==> src/rtl/clkgate_pkg.sv <==
package clkgate_pkg;

    // source trains
    typedef enum logic [2:0] {
        SRC_CPU = 3'd0,
        SRC_PCI = 3'd1,
        SRC_AGP = 3'd2,
        SRC_SDR = 3'd3,
        SRC_REF = 3'd4,
        SRC_F24 = 3'd5,
        SRC_F48 = 3'd6
    } src_e;

    localparam int NUM_SRC = 7;

    typedef enum logic [1:0] {
        GRP_FREE = 2'd0,
        GRP_CPU  = 2'd1,
        GRP_PCI  = 2'd2
    } stop_grp_e;

    typedef struct packed {
        src_e      src;
        stop_grp_e grp;
        logic      shared;   // exists only in desktop mode
    } out_cfg_t;

    localparam int N_CPU = 4;
    localparam int N_PCI = 6;
    localparam int N_AGP = 2;
    localparam int N_SDR = 12;
    localparam int N_REF = 2;

    localparam int IDX_CPU0 = 0;
    localparam int IDX_PCI0 = IDX_CPU0 + N_CPU;
    localparam int IDX_PCIF = IDX_PCI0 + N_PCI;
    localparam int IDX_AGP0 = IDX_PCIF + 1;
    localparam int IDX_SDR0 = IDX_AGP0 + N_AGP;
    localparam int IDX_REF0 = IDX_SDR0 + N_SDR;
    localparam int IDX_F24  = IDX_REF0 + N_REF;
    localparam int IDX_F48  = IDX_F24 + 1;
    localparam int N_OUT    = IDX_F48 + 1;

    localparam int IDX_SD10 = IDX_SDR0 + 10;
    localparam int IDX_SD11 = IDX_SDR0 + 11;

    function automatic out_cfg_t cfg_of(input int idx);
        out_cfg_t c;
        c.shared = 1'b0;
        c.grp    = GRP_FREE;
        if (idx < IDX_PCI0) begin
            c.src = SRC_CPU;
            c.grp = GRP_CPU;
        end else if (idx < IDX_PCIF) begin
            c.src = SRC_PCI;
            c.grp = GRP_PCI;
        end else if (idx == IDX_PCIF) begin
            c.src = SRC_PCI;
        end else if (idx < IDX_SDR0) begin
            c.src = SRC_AGP;
            c.grp = GRP_CPU;
        end else if (idx < IDX_REF0) begin
            c.src    = SRC_SDR;
            c.shared = (idx == IDX_SD10) || (idx == IDX_SD11);
        end else if (idx < IDX_F24) begin
            c.src = SRC_REF;
        end else if (idx == IDX_F24) begin
            c.src = SRC_F24;
        end else begin
            c.src = SRC_F48;
        end
        return c;
    endfunction

endpackage

==> src/rtl/clkgate_sync.sv <==
module clkgate_sync #(
    parameter int STAGES = 2
) (
    input  logic clk,
    input  logic rst,
    input  logic async_n,
    output logic sync_n
);
    logic [STAGES-1:0] chain_q;

    always_ff @(posedge clk) begin
        if (rst) chain_q <= '1;
        else     chain_q <= {chain_q[STAGES-2:0], async_n};
    end

    assign sync_n = chain_q[STAGES-1];

    generate
        if (STAGES == 2) begin : g_chk2
            // a request seen at the output was low two edges earlier
            p_sync_depth_r11: assert property (@(posedge clk) disable iff (rst)
                $fell(sync_n) |-> !$past(async_n, 2));
        end
    endgenerate
endmodule

==> src/rtl/clkgate_policy.sv <==
module clkgate_policy
    import clkgate_pkg::*;
(
    input  logic             mode_desktop,
    input  logic             cpu_stop_sync_n,
    input  logic             pci_stop_sync_n,
    input  logic [N_OUT-1:0] out_en,
    input  logic             tri_all,
    output logic [N_OUT-1:0] run_req,
    output logic [N_OUT-1:0] oe_req
);
    logic cpu_halt, pci_halt;

    always_comb begin
        cpu_halt = !mode_desktop && !cpu_stop_sync_n;
        pci_halt = !mode_desktop && !pci_stop_sync_n;
    end

    for (genvar i = 0; i < N_OUT; i++) begin : g_out
        localparam out_cfg_t CFG = cfg_of(i);
        logic halted, present;
        always_comb begin
            halted  = (CFG.grp == GRP_CPU && cpu_halt) ||
                      (CFG.grp == GRP_PCI && pci_halt);
            present = !CFG.shared || mode_desktop;
            run_req[i] = out_en[i] && present && !halted;
            oe_req[i]  = present && !tri_all;
        end
    end
endmodule

==> src/rtl/clkgate_cell.sv <==
module clkgate_cell (
    input  logic clk,
    input  logic rst,
    input  logic train,
    input  logic run_req,
    input  logic oe_req,
    output logic clk_o,
    output logic oe_o
);
    logic gate_q;

    always_ff @(posedge clk) begin
        if (rst) begin
            gate_q <= 1'b0;
            clk_o  <= 1'b0;
            oe_o   <= 1'b0;
        end else begin
            if (!train) gate_q <= run_req;   // only move in the low phase
            clk_o <= train && gate_q;
            oe_o  <= oe_req;
        end
    end

    // gate never changes while the train is high
    p_gate_low_phase_r9: assert property (@(posedge clk) disable iff (rst)
        (gate_q != $past(gate_q)) |-> !$past(train));

    // an output rise needs an open gate and a high train
    p_rise_aligned_r10: assert property (@(posedge clk) disable iff (rst)
        $rose(clk_o) |-> ($past(gate_q) && $past(train)));
endmodule

==> src/rtl/clkgate_top.sv <==
module clkgate_top
    import clkgate_pkg::*;
#(
    parameter int SYNC_STAGES = 2
) (
    input  logic               clk,
    input  logic               rst,
    input  logic               mode_desktop,
    input  logic               cpu_stop_n,
    input  logic               pci_stop_n,
    input  logic [NUM_SRC-1:0] trains,
    input  logic [N_OUT-1:0]   out_en,
    input  logic               tri_all,
    output logic [N_OUT-1:0]   gclk,
    output logic [N_OUT-1:0]   gclk_oe
);
    logic             cpu_sync_n, pci_sync_n;
    logic [N_OUT-1:0] run_req, oe_req;

    clkgate_sync #(.STAGES(SYNC_STAGES)) u_cpu_sync (
        .clk(clk), .rst(rst), .async_n(cpu_stop_n), .sync_n(cpu_sync_n));

    clkgate_sync #(.STAGES(SYNC_STAGES)) u_pci_sync (
        .clk(clk), .rst(rst), .async_n(pci_stop_n), .sync_n(pci_sync_n));

    clkgate_policy u_policy (
        .mode_desktop    (mode_desktop),
        .cpu_stop_sync_n (cpu_sync_n),
        .pci_stop_sync_n (pci_sync_n),
        .out_en          (out_en),
        .tri_all         (tri_all),
        .run_req         (run_req),
        .oe_req          (oe_req));

    for (genvar i = 0; i < N_OUT; i++) begin : g_cell
        localparam out_cfg_t CFG = cfg_of(i);
        clkgate_cell u_cell (
            .clk     (clk),
            .rst     (rst),
            .train   (trains[CFG.src]),
            .run_req (run_req[i]),
            .oe_req  (oe_req[i]),
            .clk_o   (gclk[i]),
            .oe_o    (gclk_oe[i]));
    end

    // float request releases every enable on the next cycle
    p_float_all_r7: assert property (@(posedge clk) disable iff (rst)
        tri_all |=> (gclk_oe == '0));

    // shared memory outputs stay silent and undriven in mobile mode
    p_shared_mobile_r8: assert property (@(posedge clk) disable iff (rst)
        !mode_desktop |=> (!gclk[IDX_SD10] && !gclk[IDX_SD11] &&
                           !gclk_oe[IDX_SD10] && !gclk_oe[IDX_SD11]));

    // reset leaves all outputs parked
    p_reset_park_r1: assert property (@(posedge clk)
        $past(rst) |-> (gclk == '0));
endmodule

==> config.mk <==
export PLATFORM = sky130hd
export DESIGN_NAME = clkgate_top
export DESIGN_NICKNAME = d
export VERILOG_FILES = /design/src/rtl/clkgate_pkg.sv /design/src/rtl/clkgate_sync.sv /design/src/rtl/clkgate_policy.sv /design/src/rtl/clkgate_cell.sv /design/src/rtl/clkgate_top.sv
export SDC_FILE = /design/constraint.sdc
export NUM_CORES = 1
export LEC_CHECK = 0
export ABC_AREA = 1
export BUFFER_PORTS_ARGS = -buffer_cell sky130_fd_sc_hd__buf_4
export CAP_MARGIN = 20
export CORE_UTILIZATION = 47
export DETAILED_ROUTE_END_ITERATION = 10
export GPL_TIMING_DRIVEN = 0
export PLACE_DENSITY = 0.83
export SLEW_MARGIN = 40
export SYNTH_ARGS = -nofsm -noshare
export SYNTH_HDL_FRONTEND = slang
export SYNTH_SLANG_ARGS = --single-unit
==> constraint.sdc <==
create_clock -name clk -period 1.2 [get_ports clk]
set_input_delay 0.12 -clock clk [delete_from_list [all_inputs] [get_ports clk]]
set_output_delay 0.12 -clock clk [all_outputs]
set_load 0.1 [all_outputs]
==> flow_summary.yaml <==
outcome:
  outcome: "finished with violations"
  violations: "setup timing"
cells_and_area:
  area_delta_synth_final_pct: 61.3
  multi_input_area_um2: 515
  antenna_cells: 0
  fillCellCount: 299
  seq_area_um2: 1280
  drive_gt1_share_pct: 47.2
  final_util_pct: 80.1
  fin_nets: 429
power:
  peakVddDrop_v: 0.00114
  power-per-cell-area_nw_per_um2: 1370
  total_power_mw: 5.26
  p_leak_nw: 2.05
yosys:
  yosys_warnings: 0
  syn_inst: 272
  synth_edf_count: 0
  synth_top_area_cell: "dfxtp_1"
  synth_nets: 314
  synth_seq_cells: 64
  synthArstFlopShare_pct: 0
  yosysMostFrequentCell: "dfxtp_1"
  avgSynthCellArea_um2: 8.74
  yosys-top-cells-area: "dfxtp_1 (54%), buf_4 (19%), nand2_1 (8.8%)"
  ys_types: 13
  synth-seq-area-share_pct: 53.9
  netlist_area_um2: 2380
  synth_top_area_share_pct: 53.9
  synth_common_cells: "dfxtp_1 (64), buf_4 (59), nand2_1 (56), inv_1 (25), nor2_1 (20)"
  ys.flop_type: "dfxtp_1"
timing:
  skew_ns: 0.00722
  slew_viol_final: 0
  max_freq_ghz: 0.770
  period_needed_ns: 1.30
  tns_ns: -1.69
  worstMarginPinSlew_ns: 0.291
  finalHoldViolations: 0
  fin_crit_sh_pct: 108
  slew_headroom_pct: 80.5
  setup_viol: 25
  rsz0062_at_grt: "yes"
  setup_ws_ns: -0.0991
detailed_routing:
  drtIter0Drc: 96
  wirelength_mm: 5.66
  viasPerCell: 4.33
  drc: 0
  vias: 1987
  drt_first_pass_iters: 4
  ant_nets: 0
  routedWlPerCell_um: 12.3
worst_setup_path:
  setup.worst_path.class: "reg -> out"
  cp_max_fo: 13
  cp-end-kind: "output port"
  start_kind: "register"
  arrival_ns: 1.18
  r2r_slack_ns: 0.45
  cp.required_ns: 1.08
floorplan:
  dieArea_um2: 5340
  start_util_pct: 49.6
  core_area_um2: 4790
  num_io_pins: 100
  die_y_um: 73.1
  fp.dieW_um: 73.1
  rows: 25
clock_tree:
  clk_latency_ns: 0.33
  ctsLongestPathBuffers: 2
  clockRootBuffer: "clkbuf_8"
  cts_buffers: 9
  cts.clk_slew.worst_paths_ns: 0.07
  cts_sinks: 64
  cts_htree_levels: 3
  tritoncts: "done"
placed_design:
  gp_congestion: 0.764
  dp_hpwl_mm: 3.45
  io_buffers: 98
  place_ws_ns: 0.0355
grt:
  first_global_vias: 1923
  grt_max_degree: 14
  track_usage_pct: 21.7
  antenna_found_initial: 0
  grt_pass1_wl_mm: 8.63
  grt-ovfl-total: 0
run:
  cap_violations: 0
min_path:
  hold_path_class: "in -> reg"
-- critical path, cell delays in order, from the launching register on --
cell and delay [ns]:
dfxtp_4 0.39, buf_8 0.15, buf_4 0.14, buf_12 0.17
-- where the power goes --
group | switching [mW] | total [mW] | internal (mW) | leakage [nW]
clock network | 0.750 | 1.82 | 1.07 | 0.103
registers | 0.0259 | 2.23 | 2.21 | 0.524
logic | 0.757 | 1.21 | 0.457 | 1.42
total | 1.53 | 5.26 | 3.73 | 2.05
-- registers in the layout, summed over array words and instances (netlist names) --
signal and count:
g_cell.u_cell.oe_o 2, g_cell.u_cell.clk_o 29, g_cell.u_cell.gate_q 29, u_pci_sync.chain_q 2, u_cpu_sync.chain_q 2
-- path summary, 6_finish.rpt --
| path | endpoint | cells after the start | start |
|---|---|---|---|
| hold / removal | g_cell[9].u_cell.gate_q$_SDFFE_PP0N_ | 3 | out_en[9] |
| setup reg to reg | g_cell[3].u_cell.gate_q$_SDFFE_PP0N_ | 4 | u_cpu_sync.chain_q[1]$_SDFF_PP1_ |
| hold reg to reg | u_pci_sync.chain_q[1]$_SDFF_PP1_ | 1 | u_pci_sync.chain_q[0]$_SDFF_PP1_ |
| setup / recovery | gclk_oe[3] | 3 | g_cell[17].u_cell.oe_o$_SDFF_PP0_ |
-- layout by cell type, fill, tap and decap left out, types with 2 or more instances in the layout --
| master | synthesis | layout |
|---|---|---|
| a21oi_1 | 15 | 15 |
| buf_12 | 0 | 26 |
| buf_2 | 4 | 4 |
| buf_4 | 59 | 122 |
| buf_6 | 2 | 11 |
| buf_8 | 0 | 3 |
| clkbuf_1 | 0 | 2 |
| clkbuf_8 | 0 | 11 |
| clkinv_2 | 0 | 2 |
| dfxtp_1 | 64 | 63 |
| dlygate4sd3_1 | 0 | 3 |
| inv_1 | 25 | 25 |
| nand2_1 | 56 | 56 |
| nand3_1 | 18 | 18 |
| nor2_1 | 20 | 20 |
| nor2_2 | 2 | 2 |
| nor2_4 | 2 | 2 |
| or2_1 | 4 | 4 |
-- routing by layer --
metal  vias up  GRT usage [%]  share of wire (%)
met5         -              0                  0
li1       1002              -                  -
met4         0           7.41                1.2
met3         8           7.46                6.4
met2        76           40.5                 54
met1       901           22.5                 39
-- area by class of cell --
cell class / count / share of cell area (%)
Buffer: 65 / 13.4
Tap cell: 67 / 2.19
Inverter: 25 / 2.45
Sequential cell: 64 / 33.5
Multi-Input combinational cell: 118 / 13.5
Clock inverter: 3 / 1.04
Clock buffer: 13 / 4.15
Timing Repair Buffer: 104 / 29.8
-- what timing repair did --
| item | 4_1_cts | 5_1_grt |
|---|---|---|
| buffers inserted | 3 | 0 |
| gates resized for setup | 87 | 4 |
| hold buffers | 3 | 0 |
| setup endpoints to repair | 27 | 29 |
| endpoints found under the hold margin | 4 | 0 |
-- through the flow --
stage	hold WS [ns]	cell area, µm²	cells
global route	0.00315	3830	459
global placement	0.285	3200	437
floorplan	0.185	2380	272
CTS	0.00414	3820	459
finish	0.0148	3830	459
detailed placement	0.305	3200	437
-- cells by family after synthesis --
family,count (synthesis),share of synthesized area [%]
buf+inv,90,24.4
compound gates,15,3.16
simple gates,103,18.5
flops,64,53.9
Note: power is estimated with default switching activity, not from simulation.
